### src/rtl/feac_tx_pkg.sv
// Shared types for the far-end alarm codeword transmitter.
package feac_tx_pkg;

    // Operating mode as written through wr_mode_sel.
    typedef enum logic [1:0] {
        MODE_IDLE   = 2'd0,
        MODE_SINGLE = 2'd1,
        MODE_DUAL   = 2'd2,
        MODE_CONT   = 2'd3
    } feac_mode_e;

    // Which code the sequencer is currently sending.
    typedef enum logic [1:0] {
        PH_OFF = 2'd0,
        PH_A   = 2'd1,
        PH_B   = 2'd2
    } feac_phase_e;

endpackage

### src/rtl/feac_tx_regs.sv
// Code and mode registers.
// Holds codes A and B and the mode. Raises a pending-start flag on every
// mode write; the flag stays up until the sequencer consumes it at a
// codeword boundary.
// Assumes the write strobes are single-cycle and synchronous to clk.
module feac_tx_regs
    import feac_tx_pkg::*;
#(
    parameter int CODE_W = 6
) (
    input  logic              clk,
    input  logic              rst_n,
    input  logic              wr_code_a,
    input  logic              wr_code_b,
    input  logic              wr_mode,
    input  logic [CODE_W-1:0] wr_code,
    input  logic [1:0]        wr_mode_sel,
    input  logic              consume,
    output logic [CODE_W-1:0] code_a,
    output logic [CODE_W-1:0] code_b,
    output feac_mode_e        mode,
    output logic              pend
);

    // Register writes and the pending-start flag.
    always_ff @(posedge clk) begin
        if (!rst_n) begin
            code_a <= '0;
            code_b <= '0;
            mode   <= MODE_IDLE;
            pend   <= 1'b0;
        end else begin
            if (wr_code_a) code_a <= wr_code;
            if (wr_code_b) code_b <= wr_code;
            if (wr_mode)   mode   <= feac_mode_e'(wr_mode_sel);
            pend <= wr_mode | (pend & ~consume);
        end
    end

    // a mode write always leaves a pending start request.
    a_r8_pend_after_write: assert property (@(posedge clk) disable iff (!rst_n)
        wr_mode |=> pend);

endmodule

### src/rtl/feac_tx_shift.sv
// Codeword shifter.
// Builds the codeword from a code: 0, code bits 0 upward, 0, then the
// trailing ones. Sends one bit per enabled slot. When the shifter is at a
// boundary and no load is requested, it sends 1s.
// Assumes load is asserted only together with bit_en at a boundary.
module feac_tx_shift #(
    parameter int CODE_W  = 6,
    parameter int TRAIL_W = 8
) (
    input  logic              clk,
    input  logic              rst_n,
    input  logic              bit_en,
    input  logic              load,
    input  logic [CODE_W-1:0] code,
    output logic              tx_bit,
    output logic              at_boundary,
    output logic              at_last
);

    localparam int WORD_W = CODE_W + 2 + TRAIL_W;
    localparam int POS_W  = $clog2(WORD_W);

    logic [WORD_W-1:0] word;
    logic [WORD_W-1:0] cw;
    logic [POS_W-1:0]  pos;

    // Codeword in transmit order, with bit 0 sent first.
    assign cw          = {{TRAIL_W{1'b1}}, 1'b0, code, 1'b0};
    assign at_boundary = (pos == '0);
    assign at_last     = (pos == POS_W'(WORD_W - 1));

    // Bit position, held codeword and output bit.
    always_ff @(posedge clk) begin
        if (!rst_n) begin
            word   <= '1;
            pos    <= '0;
            tx_bit <= 1'b1;
        end else if (bit_en) begin
            if (at_boundary) begin
                if (load) begin
                    word   <= cw;
                    tx_bit <= cw[0];
                    pos    <= POS_W'(1);
                end else begin
                    tx_bit <= 1'b1;
                end
            end else begin
                tx_bit <= word[pos];
                pos    <= at_last ? '0 : pos + POS_W'(1);
            end
        end
    end

    // output holds while the slot enable is low.
    a_r7_hold_when_off: assert property (@(posedge clk) disable iff (!rst_n)
        !bit_en |=> $stable(tx_bit));
    // every codeword begins with a 0.
    a_r2_start_zero: assert property (@(posedge clk) disable iff (!rst_n)
        (bit_en && load) |=> !tx_bit);
    // the final bit of a codeword is a trailing 1.
    a_r2_trail_one: assert property (@(posedge clk) disable iff (!rst_n)
        (bit_en && at_last) |=> tx_bit);
    // a boundary slot with no load sends a 1.
    a_r3_idle_one: assert property (@(posedge clk) disable iff (!rst_n)
        (bit_en && at_boundary && !load) |=> tx_bit);

endmodule

### src/rtl/feac_tx_seq.sv
// Repeat sequencer.
// Decides at each codeword boundary whether a codeword is loaded and
// which code it uses. It counts repeats and walks the mode's order:
// single is A x REPEAT; dual is A x REPEAT then B x REPEAT; continuous
// repeats A. A pending mode write is applied only at a boundary.
// Assumes at_boundary and at_last come from the shifter.
module feac_tx_seq
    import feac_tx_pkg::*;
#(
    parameter int REPEAT = 10
) (
    input  logic       clk,
    input  logic       rst_n,
    input  logic       bit_en,
    input  logic       at_boundary,
    input  logic       at_last,
    input  logic       pend,
    input  feac_mode_e mode,
    output logic       load,
    output logic       consume,
    output logic       use_b,
    output logic       done
);

    localparam int REP_W = (REPEAT > 1) ? $clog2(REPEAT) : 1;

    feac_phase_e phase;
    feac_phase_e phase_eff;
    feac_mode_e  run_mode;
    logic [REP_W-1:0] rep;
    logic word_done;
    logic last_rep;

    // Phase in force for this slot, with a pending mode write applied.
    always_comb begin
        phase_eff = phase;
        if (at_boundary && pend)
            phase_eff = (mode == MODE_IDLE) ? PH_OFF : PH_A;
    end

    assign consume   = bit_en & at_boundary & pend;
    assign load      = bit_en & at_boundary & (phase_eff != PH_OFF);
    assign use_b     = (phase_eff == PH_B);
    assign word_done = bit_en & at_last;
    assign last_rep  = (rep == REP_W'(REPEAT - 1));

    // Phase, repeat count, latched mode and done pulse.
    always_ff @(posedge clk) begin
        if (!rst_n) begin
            phase    <= PH_OFF;
            rep      <= '0;
            run_mode <= MODE_IDLE;
            done     <= 1'b0;
        end else begin
            done <= 1'b0;
            if (consume) begin
                phase    <= phase_eff;
                rep      <= '0;
                run_mode <= mode;
            end else if (word_done) begin
                if (run_mode == MODE_CONT) begin
                    rep <= '0;
                end else if (!last_rep) begin
                    rep <= rep + REP_W'(1);
                end else begin
                    rep <= '0;
                    if (phase == PH_A && run_mode == MODE_DUAL) begin
                        phase <= PH_B;
                    end else begin
                        phase <= PH_OFF;
                        done  <= 1'b1;
                    end
                end
            end
        end
    end

    // the repeat count stays below the limit.
    a_r5_rep_range: assert property (@(posedge clk) disable iff (!rst_n)
        rep < REP_W'(REPEAT));
    // done lasts one cycle.
    a_r10_done_pulse: assert property (@(posedge clk) disable iff (!rst_n)
        done |=> !done);
    // done coincides with the sequencer being off.
    a_r10_done_off: assert property (@(posedge clk) disable iff (!rst_n)
        done |-> (phase == PH_OFF));
    // continuous mode never signals done.
    a_r6_cont_no_done: assert property (@(posedge clk) disable iff (!rst_n)
        (run_mode == MODE_CONT) |-> !done);

endmodule

### src/rtl/feac_tx.sv
// Far-end alarm codeword transmitter, top level.
// Connects the register file, the repeat sequencer and the codeword
// shifter. Selects code A or B for the next load.
// Assumes bit_en is a single-cycle pulse per serial bit slot.
module feac_tx
    import feac_tx_pkg::*;
#(
    parameter int CODE_W  = 6,
    parameter int REPEAT  = 10,
    parameter int TRAIL_W = 8
) (
    input  logic              clk,
    input  logic              rst_n,
    input  logic              wr_code_a,
    input  logic              wr_code_b,
    input  logic              wr_mode,
    input  logic [CODE_W-1:0] wr_code,
    input  logic [1:0]        wr_mode_sel,
    input  logic              bit_en,
    output logic              tx_bit,
    output logic              seq_done
);

    logic [CODE_W-1:0] code_a;
    logic [CODE_W-1:0] code_b;
    logic [CODE_W-1:0] code_sel;
    feac_mode_e        mode;
    logic pend, consume, load, use_b, at_boundary, at_last;

    // Code that feeds the next codeword load.
    assign code_sel = use_b ? code_b : code_a;

    feac_tx_regs #(.CODE_W(CODE_W)) u_regs (
        .clk        (clk),
        .rst_n      (rst_n),
        .wr_code_a  (wr_code_a),
        .wr_code_b  (wr_code_b),
        .wr_mode    (wr_mode),
        .wr_code    (wr_code),
        .wr_mode_sel(wr_mode_sel),
        .consume    (consume),
        .code_a     (code_a),
        .code_b     (code_b),
        .mode       (mode),
        .pend       (pend)
    );

    feac_tx_seq #(.REPEAT(REPEAT)) u_seq (
        .clk        (clk),
        .rst_n      (rst_n),
        .bit_en     (bit_en),
        .at_boundary(at_boundary),
        .at_last    (at_last),
        .pend       (pend),
        .mode       (mode),
        .load       (load),
        .consume    (consume),
        .use_b      (use_b),
        .done       (seq_done)
    );

    feac_tx_shift #(.CODE_W(CODE_W), .TRAIL_W(TRAIL_W)) u_shift (
        .clk        (clk),
        .rst_n      (rst_n),
        .bit_en     (bit_en),
        .load       (load),
        .code       (code_sel),
        .tx_bit     (tx_bit),
        .at_boundary(at_boundary),
        .at_last    (at_last)
    );

endmodule

### config.mk
export PLATFORM = sky130hd
export DESIGN_NAME = feac_tx
export DESIGN_NICKNAME = d
export VERILOG_FILES = /design/src/rtl/feac_tx_pkg.sv /design/src/rtl/feac_tx_regs.sv /design/src/rtl/feac_tx_shift.sv /design/src/rtl/feac_tx_seq.sv /design/src/rtl/feac_tx.sv
export SDC_FILE = /design/constraint.sdc
export NUM_CORES = 1
export LEC_CHECK = 0
export CORE_MARGIN = 5
export CORE_UTILIZATION = 60
export CTS_CLUSTER_SIZE = 24
export DETAILED_ROUTE_END_ITERATION = 6
export DONT_BUFFER_PORTS = 1
export GPL_TIMING_DRIVEN = 0
export PLACE_DENSITY_LB_ADDON = 0.1
export SLEW_MARGIN = 20
export SYNTH_ARGS = -nofsm -noshare
export SYNTH_HDL_FRONTEND = slang
export SYNTH_SLANG_ARGS = --single-unit
### constraint.sdc
create_clock -name clk -period 3 [get_ports clk]
set_clock_uncertainty 0.1 [all_clocks]
set_input_delay 0.15 -clock clk [delete_from_list [all_inputs] [get_ports clk]]
set_output_delay 0.15 -clock clk [all_outputs]
set_load 0.005 [all_outputs]
==> run_results.csv, run 1 <==
group,metric,value,unit
yosys,synth_cell_types,40,
floorplanning,io_pins,16,
route,drc,0,
sta,period_needed,2.32,ns
critical_path,end_kind,"flop",
yosys,synth_top_area_share,0.426,
critical_path,crit_family,"compound AO/OA/AOI/OAI gates",
critical_path,worst-path-buf-inv,2,
clock_network,clk_latency,0.34,ns
finish,diodes,0,
clock_network,cts_setup_buffers,0,
clock_network,cts_sinks,36,
yosys,synth_area_leaders,"dfxtp_1 43%, mux2i_1 15%, nor2b_1 6.7%",
place,hpwl,2370,um
finish,fin_cells,223,
power,p_comb_frac,0.106,
critical_path,worstPathCellList,"clkbuf_1 -> inv_1 -> ha_1 -> nor2b_2 -> a311oi_4 -> mux2i_1 -> a31oi_1",
worst_hold_path,hold_start,"rst_n",
global_routing,grt_pass1_vias,1298,
worst_hold_path,hp-class,"input port to flop",
power,clockPowerShare,0.291,
route,drt-total-wl,3250,um
sta,drv_slew,0,
power,p_sw_frac,0.262,
sta,worstMarginPinSlew,0.539,ns
clock_network,clockBufferDepth,2,
power,power.internal,628,uW
power,vdd_drop_max,0.508,mV
route,wl_per_cell,14.6,um
floorplanning,rows,19,
route,ant_nets,0,
critical_path,cp.arrival,2.44,ns
critical_path,path_class,"flop to flop",
clock_network,cts_tree,"yes",
finish,areaGrowthSynthToFinish,11.2,%
finish,final_util,0.687,
yosys,ys.flop_type,"dfxtp_1",
route,vias_per_cell,5.83,
route,num_vias,1300,
finish,fillCellCount,223,
sta,setup_viol,0,
global_routing,antenna_found_initial,0,
yosys,syn-num-nets,193,
critical_path,crit_slowest_cell,"a311oi_4",
floorplanning,die_y,63.1,um
status,status,"finished, final reports clean",
place,gp_congestion,0.783,
finish,fin_nets,210,
critical_path,worst-endpoint-required,3.12,ns
place,placedCellCount,206,
yosys,syn_inst,175,
clock_network,cts_buffers,5,
yosys,yosysSeqAreaShare,0.426,
global_routing,grt_max_degree,12,
yosys,async_flop_share,0,
power,seqPwrFrac,0.603,
critical_path,critPathLaunch,"u_shift.pos[1]$_SDFFE_PN0P_",
critical_path,startpoint_type,"flop",
yosys,synth_enable_flop_cells,0,
sta,rsz0062_at_grt,"false",
yosys,yosysTopAreaCell,"dfxtp_1",
finish,drive_gt1_frac,0.0729,
yosys,yosysMostFrequentCell,"dfxtp_1",
floorplanning,core-area,0.00273,mm2
route,drt-pass1-iter-count,4,
floorplanning,die_w,63.1,um
yosys,synth_common_cells,"36 x dfxtp_1, 25 x mux2i_1, 18 x nor2b_1",
place,port_buffers,0,
sta,max_freq,431,MHz
yosys,netlist_area,0.00169,mm2
critical_path,slowest_delay,0.56,ns
route,drt-initial-drc-count,64,
global_routing,grtUsageTotal,0.179,
critical_path,r2r-start,"u_shift.pos[1]$_SDFFE_PN0P_",
power,p_sw,222,uW
yosys,yosysWarningCount,0,
global_routing,grt_pass1_wl,5640,um
clock_network,clk_pin_slew_worst_paths,0.11,ns
critical_path,critPathMaxFanout,6,
sta,post-route-period-util,0.773,
power,p_leak,0.000690,uW
clock_network,root_buffer,"clkbuf_4",
power,p_per_area,453,mW/mm2
yosys,ys_ff_latch,36,
clock_network,cts_max_level,2,
floorplanning,dieArea,0.00398,mm2
sta,relSlewSlack,0.641,
sta,finalHoldViolCount,0,
yosys,avgSynthCellArea,9.66,um2
sta,tns,0,ns
floorplanning,initial_core_util,0.618,
global_routing,overflow,0,
flow_run,max-cap-violations,0,
state kept, by name (all words and copies together), names as in the netlist:
name	count
u_seq.rep	4
u_regs.pend	1
u_shift.tx_bit	1
u_seq.done	1
u_shift.pos	4
u_regs.mode	2
u_seq.run_mode	2
u_shift.word	7
u_seq.phase	2
u_regs.code_a	6
u_regs.code_b	6
layout make-up:
type / count / area, um2 / share of cell area
Buffer: 10 / 40.0 / 0.0213
Clock buffer: 5 / 37.5 / 0.0200
Clock inverter: 2 / 12.5 / 0.00666
Inverter: 10 / 37.5 / 0.0200
Multi-Input combinational cell: 119 / 892 / 0.475
Sequential cell: 36 / 721 / 0.383
Tap cell: 31 / 38.8 / 0.0206
Timing Repair Buffer: 10 / 100 / 0.0533
routing by layer:
| layer | vias to the layer above | share of wire | track usage | wire, um |
|---|---|---|---|---|
| met5 | - | 0 | 0 | 0 |
| met4 | 0 | 0.018 | 0.0796 | 59 |
| met3 | 7 | 0.054 | 0.0675 | 175 |
| met2 | 27 | 0.51 | 0.318 | 1670 |
| met1 | 609 | 0.41 | 0.185 | 1350 |
| li1 | 657 | - | - | - |
cells in the final DEF, fill, tap and decap left out, drive strengths merged, types with 2 or more instances in the layout:
master,netlist,routed
nor2b,19,19
ha,4,4
nand3,4,4
dlygate4sd3,0,10
inv,10,10
nand3b,2,2
o21ai,5,5
nor3,2,2
dfxtp,36,36
a21oi,8,8
nor2,6,6
buf,2,2
mux2i,25,25
a31oi,7,7
nand2,7,7
nor3b,7,7
nor4,2,2
clkbuf,8,13
worst paths after layout:
| check | to | slack, ns | cells after the start |
|---|---|---|---|
| max reg2reg | u_shift.word[2]$_SDFFE_PN1P_ | 0.68 | 7 |
| max | u_shift.word[2]$_SDFFE_PN1P_ | 0.68 | 7 |
| min | u_seq.rep[0]$_SDFFE_PP0P_ | 0.03 | 2 |
| min reg2reg | u_seq.rep[3]$_SDFFE_PP0P_ | 0.37 | 2 |
timing repair:
action,CTS,global route
endpoints found under the hold margin,20,0
resized for setup,0,0
hold buffers,10,0
cell families after synthesis:
logic type               count (synthesis)  synth area share
AND/OR/NAND/NOR                         58             0.207
flip-flops                              36             0.426
AO/OA/AOI/OAI                           30             0.124
multiplexers                            27             0.168
buffers and inverters                   20            0.0459
adder cells (fa/ha/maj)                  4            0.0296
power groups by stage:
stage	logic, uW	clock network, uW	registers, uW
3_5_place_dp	76.7	0	524
5_1_grt	101	286	516
4_1_cts	90.3	252	513
3_3_place_gp	74.2	0	523
6_report	90.4	247	513
2_1_floorplan	63.6	0	520
per-stage QoR:
| stage | setup WS, ns | instance area [um2] | hold WS (ns) | total power [uW] |
|---|---|---|---|---|
| after floorplan | 0.977 | 1690 | 0.189 | 583 |
| after global placement | 0.735 | 1730 | 0.196 | 597 |
| after detailed placement | 0.680 | 1730 | 0.214 | 601 |
| after CTS | 0.661 | 1880 | 0.0140 | 855 |
| after global routing | 0.556 | 1880 | 0.0585 | 903 |
| final | 0.682 | 1880 | 0.0263 | 851 |
No activity file was read; power rests on OpenSTA's default activity.
==> inputs of run 2 (changes only) <==
ABC_AREA = 1   (was not set)
CORE_UTILIZATION = 55   (was 60)
clock period = 1.9 ns   (was 3 ns; I/O delays follow)
==> run 2 against run 1 <==
Compared with the run above: non-clock buffer count increased by 16; cell area increased by 13%; total power increased by 89%; first-iteration DRC count decreased by 23%; hold slack got worse by 0.010 ns; via count increased by 26%; sequential power increased by 64%; die area increased by 8.0%.
==> run_results.csv, run 2 <==
group,metric,value,unit
status,status,"finished, final reports clean",
route,drt-initial-drc-count,49,
finish,drive_gt1_frac,0.134,
power,p_sw_frac,0.299,
critical_path,startpoint_type,"input port",
finish,final_common_cell,"nand2_1",
clock_network,root_buffer,"clkbuf_4",
yosys,synth_area_leaders,"dfxtp_1 42%, nand2_1 11%, inv_1 7.7%",
critical_path,crit_path_end,"u_regs.code_a[0]$_SDFFE_PN0P_",
power,p_total,1610,uW
yosys,syn_inst,239,
yosys,yosys.area_share.simple,0.287,
critical_path,r2r_slack,0.18,ns
sta,period_needed,1.87,ns
yosys,avgSynthCellArea,7.10,um2
floorplanning,io_pins,16,
finish,design_area,0.00211,mm2
critical_path,cp_common_cell,"dlygate4sd3_1",
power,p_sw,480,uW
global_routing,antenna_found_initial,0,
critical_path,end_kind,"flop",
yosys,synth-compound-area-share,0.144,
place,placed_area,0.00174,mm2
finish,areaGrowthSynthToFinish,24.5,%
power,seqPwrFrac,0.524,
clock_network,cts_sinks,36,
sta,tns,0,ns
critical_path,path_class,"input port to flop",
global_routing,grt_max_degree,12,
global_routing,grtUsageTotal,0.215,
finish,largest-register,"u_shift.word",
floorplanning,core-area,0.00300,mm2
sta,max_freq,534,MHz
clock_network,cts_max_level,2,
finish,final_cell_mix,"48 x nand2_1, 34 x inv_1, 34 x dfxtp_1",
finish,diodes,0,
yosys,synth_top_family_by_area,"simple AND/OR/NAND/NOR gates",
route,drt-pass1-iter-count,4,
route,vias_per_cell,5.27,
yosys,ys_ff_latch,36,
critical_path,critPathLaunch,"wr_code[0]",
critical_path,worstPathCellList,"dlygate4sd3_1 -> nor2_1 -> dlygate4sd3_1 -> nor2_1 -> dlygate4sd3_1",
clock_network,cts_tree,"yes",
clock_network,clk_pin_slew_worst_paths,0.11,ns
floorplanning,rows,20,
critical_path,worst-endpoint-required,2.04,ns
critical_path,crit_slowest_cell,"dlygate4sd3_1",
critical_path,cp.arrival,2.01,ns
yosys,synth_common_cells,"48 x nand2_1, 36 x dfxtp_1, 35 x inv_1",
yosys,async_flop_share,0,
global_routing,overflow,0,
power,p_per_area,759,mW/mm2
power,power.internal,1130,uW
yosys,synthAdderAreaFrac,0.0295,
floorplanning,die_w,65.6,um
critical_path,r2r-start,"u_shift.pos[0]$_SDFFE_PN0P_",
route,wl_per_cell,13.0,um
power,p_leak,0.00100,uW
sta,drv_slew,0,
worst_hold_path,min_path_cells,2,
yosys,synth_enable_flop_cells,0,
flow_run,max-cap-violations,0,
power,vdd_drop_max,0.431,mV
yosys,synth_cell_types,27,
sta,post-route-period-util,0.985,
place,gp_congestion,0.772,
yosys,yosysWarningCount,0,
finish,top_regs,"u_shift.word: 7 flops, u_regs.code_a: 6 flops, u_regs.code_b: 6 flops",
worst_hold_path,hp-class,"input port to flop",
place,hpwl,2330,um
place,port_buffers,0,
yosys,ys.flop_type,"dfxtp_1",
sta,finalHoldViolCount,0,
critical_path,slowest_delay,0.58,ns
yosys,yosysTopAreaCell,"dfxtp_1",
yosys,yosysMostFrequentCell,"nand2_1",
global_routing,grt_pass1_vias,1554,
clock_network,cts_buffers,5,
floorplanning,die_y,65.6,um
sta,setup_viol,0,
floorplanning,initial_core_util,0.565,
global_routing,grt_pass1_wl,7050,um
power,clockPowerShare,0.271,
clock_network,clk_latency,0.34,ns
sta,relSlewSlack,0.687,
yosys,yosysSeqAreaShare,0.424,
route,num_vias,1634,
sta,worstMarginPinSlew,0.469,ns
sta,rsz0062_at_grt,"false",
finish,largest_reg_flops,7,
route,ant_nets,0,
power,p_comb_frac,0.205,
yosys,netlist_area,0.00170,mm2
sta,hold_slack,0.0161,ns
critical_path,timing.rr.end,"u_shift.word[5]$_SDFFE_PN1P_",
clock_network,clockBufferDepth,2,
route,drt-total-wl,4040,um
critical_path,critPathMaxFanout,2,
floorplanning,dieArea,0.00430,mm2
critical_path,r2r_cells,9,
yosys,synth_mux_area_frac,0,
finish,fin_nets,294,
yosys,syn-num-nets,257,
yosys,synth_top_area_share,0.424,
route,drc,0,
yosys,synth_xor_xnor_area_share,0.0103,
-- run 2: stage by stage --
stage | std cells | setup slack (ns) | util
floorplan | 239 | 0.215 | -
global placement | 272 | -0.0759 | 0.579
detailed placement | 272 | -0.0345 | 0.579
CTS | 307 | 0.0143 | 0.690
global route | 310 | 0.0100 | 0.704
finish | 310 | 0.0282 | 0.704
-- run 2: layer usage --
metal,global-route usage,wire length (um),vias to the layer above
li1,-,-,831
met1,0.268,1820,760
met2,0.343,1920,32
met3,0.0444,179,11
met4,0.119,114,0
met5,0,0,-
-- run 2: worst max-delay path: cells and delay by family --
| family | cells | cell delay, ns |
|---|---|---|
| and+or+nand+nor | 2 | 0.19 |
| buffers and inverters | 3 | 1.71 |
-- run 2: cells by family (layout without fill, tap and decap cells) --
| logic type | count (synthesis) | in the layout |
|---|---|---|
| AO/OA/AOI/OAI | 44 | 44 |
| XOR/XNOR | 2 | 2 |
| adder cells (fa/ha/maj) | 4 | 4 |
| buffers and inverters | 45 | 83 |
| flip-flops | 36 | 36 |
| AND/OR/NAND/NOR | 108 | 108 |
-- run 2: final cells by class --
cell class / instances / area (um2)
Buffer: 6 / 31.3
Clock buffer: 6 / 51.3
Clock inverter: 2 / 10.0
Fill cell: 244 / 888
Inverter: 39 / 146
Multi-Input combinational cell: 158 / 816
Sequential cell: 36 / 726
Tap cell: 33 / 41.3
Timing Repair Buffer: 30 / 293
-- run 2: worst min path at each step --
stage | startpoint | end | slack, ns
floorplan | wr_code[0] | u_regs.code_a[0]$_SDFFE_PN0P_ | 0.13
CTS | rst_n | u_shift.pos[0]$_SDFFE_PN0P_ | 0.006
detailed placement | wr_code[1] | u_regs.code_a[1]$_SDFFE_PN0P_ | 0.14
finish | rst_n | u_shift.tx_bit$_SDFFE_PN1P_ | 0.02
global placement | wr_code[1] | u_regs.code_a[1]$_SDFFE_PN0P_ | 0.13
global route | rst_n | u_shift.tx_bit$_SDFFE_PN1P_ | 0.04
-- run 2: repair_timing --
item / in CTS / in global routing
setup endpoints to repair: 6 / 10
pin swaps: 0 / 1
hold endpoints to repair: 16 / 0
resized for setup: 1 / 7
hold buffers: 27 / 0
setup buffers: 0 / 3
-- run 2: power groups by stage --
stage | sequential [uW] | combinational, uW | clock [uW]
after global routing | 848 | 376 | 470
after global placement | 855 | 249 | 0
after CTS | 838 | 301 | 441
final | 841 | 329 | 435
after detailed placement | 854 | 251 | 0
after floorplan | 845 | 214 | 0
==> inputs of run 3 (changes only) <==
CELL_PAD_IN_SITES_DETAIL_PLACEMENT = 1   (was not set)
CELL_PAD_IN_SITES_GLOBAL_PLACEMENT = 2   (was not set)
CORE_UTILIZATION = 31   (was 55)
==> run 3 against run 2 <==
Compared with the run above: hold slack better by 0.071 ns; via count shrank 5.1%; clock power up 17%; global-route usage is 8.7 points lower; combinational power shrank 4%.
==> run_results.csv, run 3 (synthesis gave the netlist of run 2 again) <==
group,metric,value,unit
sta,period_needed,1.82,ns
floorplanning,initial_core_util,0.314,
global_routing,grt_pass1_vias,1650,
place,port_buffers,0,
power,p_total,1670,uW
finish,areaGrowthSynthToFinish,24.6,%
sta,worstMarginPinSlew,0.471,ns
finish,final_common_cell,"nand2_1",
sta,finalHoldViolCount,0,
sta,relSlewSlack,0.686,
finish,largest-register,"u_shift.word",
clock_network,clockBufferDepth,2,
clock_network,cts_buffers,5,
status,status,"finished, final reports clean",
floorplanning,die_y,84.0,um
sta,hold_slack,0.0870,ns
floorplanning,io_pins,16,
critical_path,critPathMaxFanout,2,
place,hpwl,3030,um
floorplanning,core-area,0.00541,mm2
power,vdd_drop_max,0.373,mV
sta,post-route-period-util,0.957,
clock_network,clk_pin_slew_worst_paths,0.07,ns
sta,setup_viol,0,
finish,largest_reg_flops,7,
route,wl_per_cell,12.0,um
route,ant_nets,0,
finish,diodes,0,
critical_path,startpoint_type,"input port",
global_routing,grtUsageTotal,0.128,
route,num_vias,1551,
route,drt-total-wl,4070,um
clock_network,root_buffer,"clkbuf_8",
finish,final_cell_mix,"48 x nand2_1, 34 x inv_1, 34 x dfxtp_1",
global_routing,antenna_found_initial,0,
finish,top_regs,"u_shift.word: 7 flops, u_regs.code_a: 6 flops, u_regs.code_b: 6 flops",
route,vias_per_cell,4.56,
finish,final_util,0.391,
sta,rsz0062_at_grt,"false",
sta,drv_slew,0,
finish,drive_gt1_frac,0.116,
route,drt-pass1-iter-count,4,
route,drt-initial-drc-count,22,
place,gp_congestion,0.694,
floorplanning,die_w,84.0,um
sta,max_freq,550,MHz
critical_path,path_class,"input port to flop",
floorplanning,dieArea,0.00706,mm2
global_routing,overflow,0,
critical_path,worst-endpoint-required,1.97,ns
clock_network,cts_sinks,36,
power,p_leak,0.000972,uW
floorplanning,rows,27,
finish,fillCellCount,691,
clock_network,cts_tree,"yes",
clock_network,cts_max_level,2,
worst_hold_path,hp-class,"input port to flop",
route,drc,0,
power,p_per_area,790,mW/mm2
global_routing,grt_max_degree,11,
critical_path,cp.arrival,1.89,ns
finish,fin_nets,286,
global_routing,grt_pass1_wl,7320,um
flow_run,max-cap-violations,0,
clock_network,clk_latency,0.28,ns
critical_path,end_kind,"flop",
run 3: cell count changes in the layout (fill, tap and decap cells not counted), moves of 3 or more:
cell	before	now
clkbuf_8	1	5
clkbuf_4	5	0
dlygate4sd3_1	27	22
buf_4	3	0
run 3: area by class of cell:
type	instances	area, um2	share of cell area
multi-input combinational	158	822	0.389
inverter	39	149	0.0704
clock inverter	1	5.00	0.00237
sequential	36	726	0.343
clock buffer	6	72.6	0.0343
buffer	6	31.3	0.0148
tap	72	90.1	0.0426
timing repair buffer	22	220	0.104
run 3: metrics by stage:
stage | instances | instance area [um2] | setup WS, ns | TNS [ns]
2_1_floorplan | 239 | 1700 | 0.215 | 0
3_3_place_gp | 311 | 1790 | -0.160 | -1.09
3_5_place_dp | 311 | 1790 | -0.128 | -0.876
4_1_cts | 341 | 2100 | 0.00582 | 0
5_1_grt | 340 | 2120 | 0.0305 | 0
6_report | 340 | 2120 | 0.0816 | 0
run 3: worst max-delay path: stages:
cell,delay (ns)
dlygate4sd3_1,0.55
nor2_1,0.10
dlygate4sd3_1,0.56
nor2_1,0.04
dlygate4sd3_1,0.54
run 3: worst paths after layout:
path,startpoint,cells past startpoint,end,slack (ns)
setup / recovery,wr_code[0],5,u_regs.code_a[0]$_SDFFE_PN0P_,0.08
hold / removal,rst_n,2,u_shift.tx_bit$_SDFFE_PN1P_,0.09
setup reg to reg,u_shift.pos[1]$_SDFFE_PN0P_,9,u_shift.word[2]$_SDFFE_PN1P_,0.19
hold reg to reg,u_shift.word[6]$_SDFFE_PN1P_,2,u_shift.word[6]$_SDFFE_PN1P_,0.36
run 3: per-layer routing:
metal	GRT usage	up-vias	share of wire	wire (um)
met1	0.139	725	0.45	1820
met3	0.0336	4	0.018	75
met2	0.238	9	0.52	2130
met4	0.0395	0	0.011	45
met5	0	-	0	0
li1	-	813	-	-
run 3: what timing repair did:
item | in CTS | in global routing
endpoints found under the hold margin | 15 | 0
buffers inserted | 0 | 0
hold buffers | 23 | 0
pin swaps | 1 | 1
gates resized for setup | 2 | 7
endpoints found under the setup margin | 9 | 10
run 3: power breakdown:
group	switching, uW	internal [uW]
logic	182	134
registers	36.5	806
clock network	262	249
total	481	1190
